### config.mk
export PLATFORM = sky130hd
export DESIGN_NAME = flash_xfer_seq
export DESIGN_NICKNAME = d
export VERILOG_FILES = /design/src/rtl/flash_xfer_pkg.sv /design/src/rtl/spi_tick_gen.sv /design/src/rtl/spi_byte_engine.sv /design/src/rtl/flash_xfer_seq.sv
export SDC_FILE = /design/constraint.sdc
export NUM_CORES = 1
export LEC_CHECK = 0
export BUFFER_PORTS_ARGS = -buffer_cell sky130_fd_sc_hd__buf_2
export CAP_MARGIN = 15
export CORE_UTILIZATION = 64
export CTS_CLUSTER_DIAMETER = 30
export DETAILED_ROUTE_END_ITERATION = 8
export PLACE_DENSITY = 0.84
export RECOVER_POWER = 100
export SLEW_MARGIN = 10
export SYNTH_ARGS = -nofsm -noshare
export SYNTH_HDL_FRONTEND = slang
export SYNTH_SLANG_ARGS = --single-unit
### constraint.sdc
create_clock -name clk -period 3.13 [get_ports clk]
set_input_delay 0.4695 -clock clk [delete_from_list [all_inputs] [get_ports clk]]
set_output_delay 0.4695 -clock clk [all_outputs]
set_load 0.01 [all_outputs]
### src/rtl/flash_xfer_pkg.sv
package flash_xfer_pkg;

  typedef enum logic [1:0] {
    SEQ_IDLE,
    SEQ_CMD,
    SEQ_GAP,
    SEQ_POLL
  } seq_state_t;

  localparam logic [7:0] OP_COPY_BUF0 = 8'h53;
  localparam logic [7:0] OP_COPY_BUF1 = 8'h55;

  // Command byte for the selected destination buffer.
  function automatic logic [7:0] copy_opcode(input logic sel);
    return sel ? OP_COPY_BUF1 : OP_COPY_BUF0;
  endfunction

  // Page number placed above the in-page byte offset, offset bits zero.
  function automatic logic [23:0] page_to_addr(input logic [23:0] page,
                                               input int unsigned off_w);
    return page << off_w;
  endfunction

  // Worst-case copy time expressed in system clock cycles.
  function automatic int unsigned timeout_cycles(input int unsigned clk_hz,
                                                 input int unsigned max_us);
    return (clk_hz / 1_000_000) * max_us;
  endfunction

endpackage

### src/rtl/spi_tick_gen.sv
module spi_tick_gen #(
  parameter int unsigned DIV = 4
) (
  input  logic clk,
  input  logic rst_n,
  input  logic en,
  output logic tick
);
  localparam int unsigned CW = (DIV > 1) ? $clog2(DIV) : 1;

  logic [CW-1:0] cnt;

  always_ff @(posedge clk) begin
    if (!rst_n || !en) begin
      cnt  <= '0;
      tick <= 1'b0;
    end else if (cnt == CW'(DIV - 1)) begin
      cnt  <= '0;
      tick <= 1'b1;
    end else begin
      cnt  <= cnt + 1'b1;
      tick <= 1'b0;
    end
  end
endmodule

### src/rtl/spi_byte_engine.sv
module spi_byte_engine (
  input  logic       clk,
  input  logic       rst_n,
  input  logic       load,
  input  logic [7:0] tx_byte,
  input  logic       tick,
  input  logic       miso,
  output logic       sclk,
  output logic       mosi,
  output logic [7:0] rx_byte,
  output logic       byte_done,
  output logic       active
);
  logic [7:0] sh_out;
  logic [7:0] sh_in;
  logic [3:0] half;

  always_ff @(posedge clk) begin
    if (!rst_n) begin
      sh_out    <= '0;
      sh_in     <= '0;
      half      <= '0;
      sclk      <= 1'b0;
      active    <= 1'b0;
      byte_done <= 1'b0;
    end else if (load) begin
      sh_out    <= tx_byte;
      half      <= '0;
      sclk      <= 1'b0;
      active    <= 1'b1;
      byte_done <= 1'b0;
    end else begin
      byte_done <= 1'b0;
      if (active && tick) begin
        if (!half[0]) begin
          sclk  <= 1'b1;                    // rising edge: sample
          sh_in <= {sh_in[6:0], miso};
        end else begin
          sclk   <= 1'b0;                   // falling edge: next bit out
          sh_out <= {sh_out[6:0], 1'b0};
          if (half == 4'd15) begin
            active    <= 1'b0;
            byte_done <= 1'b1;
          end
        end
        half <= half + 1'b1;
      end
    end
  end

  assign mosi    = sh_out[7];
  assign rx_byte = sh_in;
endmodule

### src/rtl/flash_xfer_seq.sv
module flash_xfer_seq
  import flash_xfer_pkg::*;
#(
  parameter int unsigned CLK_HZ      = 250_000_000,
  parameter int unsigned SPI_DIV     = 4,
  parameter int unsigned XFER_MAX_US = 400,
  parameter int unsigned PAGE_W      = 13,
  parameter int unsigned OFF_W       = 9,
  parameter logic [7:0]  STATUS_OP   = 8'hD7
) (
  input  logic              clk,
  input  logic              rst_n,
  input  logic              start,
  input  logic              buf_sel,
  input  logic [PAGE_W-1:0] page_addr,
  output logic              busy,
  output logic              done,
  output logic              xfer_err,
  output logic              spi_csb,
  output logic              spi_sclk,
  output logic              spi_mosi,
  input  logic              spi_miso
);
  localparam int unsigned TMO_CYC = timeout_cycles(CLK_HZ, XFER_MAX_US);
  localparam int unsigned TMO_W   = $clog2(TMO_CYC + 1);
  localparam int unsigned GAP_CYC = 2 * SPI_DIV;
  localparam int unsigned GAP_W   = $clog2(GAP_CYC + 1);

  seq_state_t       state;
  logic [31:0]      cmd_word;
  logic [1:0]       idx;
  logic [7:0]       tx_q;
  logic             load_q;
  logic [GAP_W-1:0] gap_cnt;
  logic [TMO_W-1:0] tmo_cnt;

  logic       tick, eng_active, byte_done;
  logic [7:0] rx_byte;

  // Named internal events, also used by the checker.
  logic cmd_sent, poll_ready, tmo_expired, gap_over;
  assign cmd_sent    = (state == SEQ_CMD)  && byte_done && (idx == 2'd3);
  assign poll_ready  = (state == SEQ_POLL) && byte_done && (idx == 2'd1) && rx_byte[7];
  assign tmo_expired = (tmo_cnt >= TMO_W'(TMO_CYC));
  assign gap_over    = (gap_cnt == GAP_W'(GAP_CYC - 1));

  spi_tick_gen #(.DIV(SPI_DIV)) u_tick (
    .clk  (clk),
    .rst_n(rst_n),
    .en   (eng_active),
    .tick (tick)
  );

  spi_byte_engine u_eng (
    .clk      (clk),
    .rst_n    (rst_n),
    .load     (load_q),
    .tx_byte  (tx_q),
    .tick     (tick),
    .miso     (spi_miso),
    .sclk     (spi_sclk),
    .mosi     (spi_mosi),
    .rx_byte  (rx_byte),
    .byte_done(byte_done),
    .active   (eng_active)
  );

  always_ff @(posedge clk) begin
    if (!rst_n) begin
      state    <= SEQ_IDLE;
      cmd_word <= '0;
      idx      <= '0;
      tx_q     <= '0;
      load_q   <= 1'b0;
      gap_cnt  <= '0;
      tmo_cnt  <= '0;
      done     <= 1'b0;
      xfer_err <= 1'b0;
      spi_csb  <= 1'b1;
    end else begin
      load_q <= 1'b0;
      done   <= 1'b0;
      if ((state == SEQ_GAP || state == SEQ_POLL) && !tmo_expired)
        tmo_cnt <= tmo_cnt + 1'b1;
      unique case (state)
        SEQ_IDLE: if (start) begin
          cmd_word <= {copy_opcode(buf_sel), page_to_addr(24'(page_addr), OFF_W)};
          tx_q     <= copy_opcode(buf_sel);
          load_q   <= 1'b1;
          idx      <= '0;
          xfer_err <= 1'b0;
          spi_csb  <= 1'b0;
          state    <= SEQ_CMD;
        end
        SEQ_CMD: if (byte_done) begin
          if (idx == 2'd3) begin
            spi_csb <= 1'b1;
            gap_cnt <= '0;
            tmo_cnt <= '0;
            state   <= SEQ_GAP;
          end else begin
            tx_q   <= cmd_word[(23 - 8 * int'(idx)) -: 8];
            load_q <= 1'b1;
            idx    <= idx + 1'b1;
          end
        end
        SEQ_GAP: begin
          if (gap_over) begin
            if (tmo_expired) begin
              xfer_err <= 1'b1;
              state    <= SEQ_IDLE;
            end else begin
              spi_csb <= 1'b0;
              tx_q    <= STATUS_OP;
              load_q  <= 1'b1;
              idx     <= '0;
              state   <= SEQ_POLL;
            end
          end else begin
            gap_cnt <= gap_cnt + 1'b1;
          end
        end
        SEQ_POLL: if (byte_done) begin
          if (idx == 2'd0) begin
            tx_q   <= 8'h00;
            load_q <= 1'b1;
            idx    <= 2'd1;
          end else begin
            spi_csb <= 1'b1;
            gap_cnt <= '0;
            if (rx_byte[7]) begin
              done  <= 1'b1;
              state <= SEQ_IDLE;
            end else begin
              state <= SEQ_GAP;
            end
          end
        end
        default: state <= SEQ_IDLE;
      endcase
    end
  end

  assign busy = (state != SEQ_IDLE);
endmodule

==> impl_metrics.yaml, run 1 <==
yosys:
  yosysSeqAreaShare_pct: 44.7
  synth_flop_cell: "dfxtp_1"
  synth_seq_cells: 78
  avgSynthCellArea_sq_um: 8.21
  ys_warn_count: 0
  async_reset_ff_share_pct: 0
  netlist_instances: 426
  netlist-cell-type-count: 43
  synth_nets: 451
  syn-cell-area_sq_um: 3500
  synth-edff-count: 0
worst_hold_path:
  whs_path_depth: 2
  hold_end: "cmd_word[25]"
  worstHoldStart: "buf_sel"
  hp-class: "in2reg"
worst_setup_path:
  r2r_cells: 5
  cp-start-kind: "input port"
  crit_required_ps: 3390
  rrSetupSlack_ps: 920
  criticalPathCategory: "in2reg"
  cp.arrival_ps: 2740
  cp-end-kind: "flop"
  reg2reg_to: "tx_q[7]"
  r2r-start: "tmo_cnt[12]"
  critPathMaxFanout: 29
sta:
  rsz0062_at_grt: "false"
  final-setup-viol-count: 0
  finalSetupTns_ps: 0
  fin_skew_ps: 8.93
  whs_ps: 351
  relSlewSlack_pct: 23.6
  hold_violations: 0
  worst_pin_slew_ps: 1150
  fin_crit_ps: 2480
  drv_slew: 0
  fmax_mhz: 404
  final.period_utilization_pct: 79.2
cts:
  numCtsBuffers: 9
  clockRootBuffer: "clkbuf_8"
  hold_buffers: 0
  path_clk_slew_ps: 70
  cts_setup_buffers: 0
  cts.path.max_buffers: 2
  post_cts_resized: 0
  h-tree-depth: 3
  cts.sinks: 78
  cts_tree: "built"
  clk_latency_ps: 350
global_route:
  overflow: 0
  grt_pass1_vias: 2647
  grt_max_degree: 30
  grt_antenna_before_repair: 0
  grtUsageTotal_pct: 24.6
  grt_pass1_wl_um: 11500
pwr:
  combPwrFrac_pct: 21.6
  seq_power_share_pct: 52.7
  clkPwrFrac_pct: 25.7
  switching_share_pct: 32.8
  vdd_drop_max_mv: 0.387
  net-switching-power_uw: 779
  p_total_uw: 2380
  p_per_area_nw_per_um2: 639
  leakage_uw: 0.00142
  internal_power_uw: 1600
final_layout:
  stdcell_area_sq_um: 3720
  nets: 461
  area_growth_pct: 6.41
  stdcell_count: 510
  final_cell_mix: "nand2_1, dfxtp_1, nor2_1, a21oi_1, mux2i_1"
  antenna_cells: 0
  layout-drive-gt1-share_pct: 6.59
  final_common_cell: "nand2_1"
drt:
  vias: 2883
  ant_nets: 0
  wire_per_inst_um: 13.1
  post-route-drc-count: 0
  drt_first_pass_iters: 4
  drt_iter0_markers: 131
  drt_wl_total_um: 6690
  viasPerCell: 5.65
floorplanning:
  die_y_um: 75.9
  ioPinCount: 24
  dieWidth_um: 75.9
  die_area_sq_um: 5760
  coreArea_sq_um: 5170
  start_util_pct: 67.6
  rows: 26
placed_design:
  place_inst: 495
  dpl.hpwl_um: 4680
  gp_congestion: 0.785
  io_buffers: 23
  placed_area_sq_um: 3590
run:
  drv_cap: 0
status:
  status: "completed"
## worst max-delay path, stage by stage
cell and delay (ps):
clkbuf_1 820, inv_1 630, clkbuf_1 480, nor3_1 320
## power by group through the flow
| stage | logic (uW) | clock network (uW) | registers, uW |
|---|---|---|---|
| after floorplan | 502 | 0 | 1180 |
| after global placement | 500 | 0 | 1260 |
| after detailed placement | 513 | 0 | 1270 |
| after CTS | 520 | 623 | 1250 |
| after global routing | 582 | 653 | 1270 |
| final | 513 | 612 | 1250 |
## worst max-delay path by stage
stage,slack [ps],endpoint,cells past startpoint,start
after floorplan,1010,tx_q[2],8,idx[0]
after detailed placement,980,tx_q[6],5,state[1]
after global routing,400,state[0],4,rst_n
after CTS,960,tx_q[6],5,state[1]
after global placement,1060,tx_q[6],5,state[1]
final,650,state[0],4,rst_n
## area by class of cell
class / instances / area, sq um
inverters: 11 / 41.3
multi-input cells: 312 / 1770
clock inverters: 2 / 10.0
repair buffers: 24 / 110
clock buffers: 13 / 139
well taps: 70 / 87.6
fillers: 412 / 1450
flip-flops and latches: 78 / 1560
## metrics by stage
| stage | utilization [%] | setup slack, ps |
|---|---|---|
| floorplan | - | 1010 |
| global placement | 69.5 | 1060 |
| detailed placement | 69.5 | 977 |
| CTS | 72.4 | 960 |
| global route | 71.9 | 401 |
| finish | 71.9 | 652 |
## synthesized netlist by cell type, drive strengths merged (4+ instances only)
library cell  number  area share [%]
and3               5            0.89
dfxtp             78              45
buf                6             1.1
a21oi             42             6.0
xnor2              5             1.3
or4                5             1.1
nor2              47             5.0
mux2i             21             6.0
ha                 7             2.5
o31ai              4            0.86
nand3             14             2.0
o211ai             9             2.2
clkbuf            19             2.0
xor2               9             2.3
nor3               8             1.1
or3                6             1.1
o21ai             11             1.6
inv               11             1.2
nand2             80             8.6
nand4              6             1.1
## cells by family (layout without fill, tap and decap cells)
group	Yosys count	after routing	share of synthesized area [%]
AOI/OAI and AO/OA	82	82	14.5
xor gates and xnor gates	14	14	3.51
adders and majority gates	7	7	2.51
buffers and inverters	36	50	4.37
DFF	78	78	44.7
muxes	23	23	6.66
and+or+nand+nor	186	186	23.8
## metal layers
metal,wire length [um],GRT usage [%]
met1,3100,29.7
met2,3220,41.4
met3,251,6.75
met4,119,10.0
met5,0,0
## flip-flops by register name (all words and copies together), names as in the netlist
register / cells
tmo_cnt: 17
u_tick.tick: 1
u_tick.cnt: 2
xfer_err: 1
u_eng.sh_out: 8
idx: 2
spi_csb: 1
u_eng.active: 1
tx_q: 8
u_eng.byte_done: 1
u_eng.rx_byte: 8
state: 2
cmd_word: 16
load_q: 1
done: 1
u_eng.half: 4
gap_cnt: 4
(Power assumes the default switching activity.)
==> run 2, diff against run 1 <==
--- a/config.mk
+++ b/config.mk
@@ -7,10 +7,10 @@
 export LEC_CHECK = 0
 export BUFFER_PORTS_ARGS = -buffer_cell sky130_fd_sc_hd__buf_2
 export CAP_MARGIN = 15
-export CORE_UTILIZATION = 64
+export CORE_UTILIZATION = 60
 export CTS_CLUSTER_DIAMETER = 30
 export DETAILED_ROUTE_END_ITERATION = 8
-export PLACE_DENSITY = 0.84
+export PLACE_DENSITY = 0.79
 export RECOVER_POWER = 100
 export SLEW_MARGIN = 10
 export SYNTH_ARGS = -nofsm -noshare
==> constraint.sdc (replaced) <==
create_clock -name clk -period 2.4 [get_ports clk]
set_input_delay 0.36 -clock clk [delete_from_list [all_inputs] [get_ports clk]]
set_output_delay 0.36 -clock clk [all_outputs]
set_load 0.01 [all_outputs]
==> impl_metrics.yaml, run 2 (same netlist as run 1, synthesis figures left out) <==
final_layout:
  top_register: "tmo_cnt"
  antenna_cells: 0
  largest_reg_flops: 17
  area_growth_pct: 10.3
  stdcell_area_sq_um: 3850
  stdcell_count: 519
  final_common_cell: "nand2_1"
  layout-drive-gt1-share_pct: 8.95
  reg_top3: "tmo_cnt x17, cmd_word x16"
  final_cell_mix: "nand2_1, dfxtp_1, nor2_1, a21oi_1, mux2i_1"
  nets: 467
sta:
  fmax_mhz: 465
  relSlewSlack_pct: 47.4
  drv_slew: 0
  final-setup-viol-count: 0
  fin_skew_ps: 13.6
  rsz0062_at_grt: "false"
  final.period_utilization_pct: 89.6
  finalSetupTns_ps: 0
  fin_crit_ps: 2150
  hold_violations: 0
  worst_pin_slew_ps: 783
placed_design:
  io_buffers: 23
  place_inst: 503
  gp_congestion: 0.854
  placed_area_sq_um: 3640
  dpl.hpwl_um: 4830
worst_setup_path:
  rrSetupSlack_ps: 250
  cp-end-kind: "flop"
  cp_num_cells: 6
  crit_start: "idx[0]"
  max_stage_delay_ps: 570
  cp-start-kind: "flop"
  crit_path_end: "tx_q[4]"
  critPathMaxFanout: 11
  reg2reg_to: "tx_q[4]"
  crit_slowest_cell: "or3_1"
  crit_buf_inv: 0
  r2r-start: "idx[0]"
  criticalPathCategory: "reg2reg"
  cp.arrival_ps: 2360
  crit_chain: "ha_1 > or2_1 > a21boi_0 > nor2_1 > or3_1 > mux2i_1"
  critPathTopFamily: "simple AND/OR/NAND/NOR gates"
  crit_required_ps: 2610
  r2r_cells: 6
global_route:
  grt_util_met2_pct: 41.2
  grt_pass1_wl_um: 11900
  grt_max_degree: 23
  gr-usage-met1_pct: 29.6
  top_usage_layer: "met2"
  grtUsageTotal_pct: 24.6
  grt_antenna_before_repair: 0
  grt_pass1_vias: 2755
  overflow: 0
  grt.met3_usage_pct: 7.33
drt:
  post-route-drc-count: 0
  viasPerCell: 5.66
  drt_first_pass_iters: 4
  vias: 2937
  ant_nets: 0
  wire_per_inst_um: 13.3
  drt_iter0_markers: 160
  drt_wl_total_um: 6890
floorplanning:
  dieWidth_um: 78.3
  start_util_pct: 62.7
  rows: 27
  coreArea_sq_um: 5570
  die_y_um: 78.3
  die_area_sq_um: 6140
  ioPinCount: 24
pwr:
  vdd_drop_max_mv: 0.639
  leakage_uw: 0.00149
  p_per_area_nw_per_um2: 908
cts:
  hold_buffers: 0
  numCtsBuffers: 9
  cts.sinks: 78
  cts_tree: "built"
  cts_setup_buffers: 0
  clk_latency_ps: 350
  clockRootBuffer: "clkbuf_8"
  post_cts_resized: 0
  cts.path.max_buffers: 2
  path_clk_slew_ps: 80
  h-tree-depth: 3
worst_hold_path:
  hp-class: "in2reg"
status:
  status: "completed"
run:
  drv_cap: 0
## run 2: cell types whose count changed in the layout (fill, tap and decap cells not counted)
| cell | delta |
|---|---|
| buf_4 | +5 |
| or2_0 | -1 |
| or2_1 | +1 |
| buf_2 | +1 |
| o31a_2 | +1 |
| o31a_1 | -1 |
| clkbuf_1 | -3 |
| clkinv_2 | -1 |
| clkinvlp_4 | +2 |
| bufinv_16 | +3 |
## run 2: power breakdown
part	switching [uW]	leakage (uW)	internal, uW
Combinational	452	0.000741	289
Sequential	154	0.000634	1440
Clock	470	0.000112	689
Total	1080	0.00149	2420
## run 2: worst min-delay path: stages
cell     delay [ps]
buf_2            90
nand2_1          40
a21oi_1          50
## run 2: worst min-delay path by stage
stage | from | end | slack (ps) | cells past startpoint
floorplan | u_tick.cnt[0] | u_tick.cnt[0] | 410 | 1
global placement | u_tick.cnt[0] | u_tick.cnt[0] | 410 | 1
detailed placement | u_tick.cnt[0] | u_tick.cnt[0] | 420 | 1
CTS | spi_miso | u_eng.rx_byte[0] | 220 | 3
global route | page_addr[11] | cmd_word[20] | 210 | 3
finish | spi_miso | u_eng.rx_byte[0] | 230 | 3
## run 2: layout make-up
type	instances	area [sq um]
clock inverter	6	110
tap	72	90.1
fill	469	1720
inverter	11	41.3
clock buffer	10	128
multi-input combinational	312	1770
sequential	78	1560
timing repair buffer	30	153
## run 2: metal layers
layer / vias to the layer above / wire length [um]
met5: - / 0
met3: 8 / 300
met2: 72 / 3360
met4: 0 / 60
li1: 1505 / -
met1: 1352 / 3160
## run 2: metrics by stage
step	hold WS (ps)	total power, uW	worst slack (ps)	utilization, %
6_report	233	3500	250	69.2
5_1_grt	214	3680	127	69.2
4_1_cts	220	3530	260	69.6
3_5_place_dp	422	2370	284	65.3
3_3_place_gp	414	2340	358	65.3
2_1_floorplan	406	2200	279	-
==> run 3, diff against run 2 <==
--- a/config.mk
+++ b/config.mk
@@ -7,10 +7,14 @@
 export LEC_CHECK = 0
 export BUFFER_PORTS_ARGS = -buffer_cell sky130_fd_sc_hd__buf_2
 export CAP_MARGIN = 15
-export CORE_UTILIZATION = 60
+export CELL_PAD_IN_SITES_DETAIL_PLACEMENT = 2
+export CELL_PAD_IN_SITES_GLOBAL_PLACEMENT = 2
+export CORE_ASPECT_RATIO = 1.1
+export CORE_MARGIN = 3
+export CORE_UTILIZATION = 36
 export CTS_CLUSTER_DIAMETER = 30
 export DETAILED_ROUTE_END_ITERATION = 8
-export PLACE_DENSITY = 0.79
+export PLACE_DENSITY_LB_ADDON = 0.1
 export RECOVER_POWER = 100
 export SLEW_MARGIN = 10
 export SYNTH_ARGS = -nofsm -noshare
==> impl_metrics.yaml, run 3 (same netlist as run 1, synthesis figures left out) <==
sta:
  final.period_utilization_pct: 90.6
  drv_slew: 0
  whs_ps: 238
  fin_skew_ps: 11.4
  relSlewSlack_pct: 56.1
  final-setup-viol-count: 0
  setup_slack_ps: 225
  rsz0062_at_grt: "false"
  hold_violations: 0
  fmax_mhz: 460
  finalSetupTns_ps: 0
  fin_crit_ps: 2170
  worst_pin_slew_ps: 656
cts:
  clockRootBuffer: "clkbuf_8"
  cts.path.max_buffers: 2
  hold_buffers: 0
  post_cts_resized: 0
  cts.sinks: 78
  clk_latency_ps: 350
  path_clk_slew_ps: 90
  cts_setup_buffers: 0
  h-tree-depth: 3
  cts_tree: "built"
  numCtsBuffers: 9
drt:
  wire_per_inst_um: 16.6
  drt_iter0_markers: 61
  vias: 3049
  drt-met1-wl_um: 4210
  ant_nets: 0
  wl_met2_um: 4760
  drt_first_pass_iters: 4
  wl_met3_um: 187
  post-route-drc-count: 0
  drt_wl_total_um: 9440
  top_layer_used: "met4"
  viasPerCell: 5.36
final_layout:
  layout-drive-gt1-share_pct: 9.51
  reg_top3: "tmo_cnt x17, cmd_word x16"
  top_register: "tmo_cnt"
  seq_area_sq_um: 1560
  largest_reg_flops: 17
  final_common_cell: "nand2_1"
  final_cell_mix: "nand2_1, dfxtp_1, nor2_1, a21oi_1, mux2i_1"
  antenna_cells: 0
  multi_input_area_sq_um: 1770
  area_growth_pct: 11.6
  nets: 473
  fillCellCount: 1099
global_route:
  grt_pass1_vias: 3377
  overflow: 0
  grt_antenna_before_repair: 0
  grtUsageTotal_pct: 19.0
  grt_pass1_wl_um: 16400
  grt_max_degree: 26
pwr:
  leakage_uw: 0.00150
  vdd_drop_max_mv: 0.329
  p_per_area_nw_per_um2: 869
run:
  drv_cap: 0
worst_setup_path:
  r2r_cells: 6
  crit_required_ps: 2660
  cp-end-kind: "flop"
  criticalPathCategory: "reg2reg"
  critPathMaxFanout: 11
  cp-start-kind: "flop"
  cp.arrival_ps: 2440
placed_design:
  place_ws_ps: 350
  dpl.hpwl_um: 6890
  gp_congestion: 0.781
  io_buffers: 23
worst_hold_path:
  whs_path_depth: 3
  hp-class: "in2reg"
floorplanning:
  coreArea_sq_um: 9400
  rows: 37
  start_util_pct: 37.2
  ioPinCount: 24
  die_y_um: 109
  dieWidth_um: 100
  die_area_sq_um: 10900
status:
  status: "completed"
[run 3: cell count changes in the layout (fill, tap and decap cells not counted)]
cell        change
or2_0           +1
buf_4           +4
clkinvlp_4      -2
or2_1           -1
clkbuf_2        +1
clkbuf_8        +1
bufinv_16       -2
clkbuf_1        +2
inv_6           +1
[run 3: per-stage QoR]
step	instances	power [uW]	area [sq um]	util [%]
after floorplan	426	2200	3500	-
final	569	3390	3900	41.5
after global routing	569	3640	3900	41.5
after detailed placement	554	2460	3740	39.8
after global placement	554	2420	3740	39.8
after CTS	569	3480	3930	41.8
[run 3: area by class of cell]
class | count | share of cell area (%)
clock buffer | 12 | 3.72
clock inverter | 3 | 1.12
inverter | 11 | 1.06
multi-input combinational | 312 | 45.4
sequential | 78 | 40.0
tap | 117 | 3.75
timing repair buffer | 36 | 4.91
[run 3: final timing paths]
kind | from | to | slack, ps
worst max-delay path | idx[0] | tx_q[0] | 230
worst max register to register | idx[0] | tx_q[0] | 230
worst min-delay path | spi_miso | u_eng.rx_byte[0] | 240
worst min register to register | u_tick.cnt[0] | u_tick.cnt[0] | 440
[run 3: report_power, final]
group | switching [uW] | total [uW] | internal, uW | leakage [uW]
sequential | 144 | 1590 | 1440 | 0.000634
clock | 483 | 990 | 507 | 0.0000968
combinational | 510 | 811 | 302 | 0.000764
total | 1140 | 3390 | 2250 | 0.00150
[run 3: critical path: stages (launching register included)]
cell and delay [ps]:
dfxtp_1 350, ha_1 250, or2_0 340, a21boi_0 230, nor2_1 50, or3_1 580, mux2i_1 290
[run 3: per-layer routing]
layer | up-vias | track usage [%]
li1 | 1508 | -
met1 | 1485 | 23.2
met2 | 38 | 33.5
met3 | 18 | 2.28
met4 | 0 | 8.39
met5 | - | 0
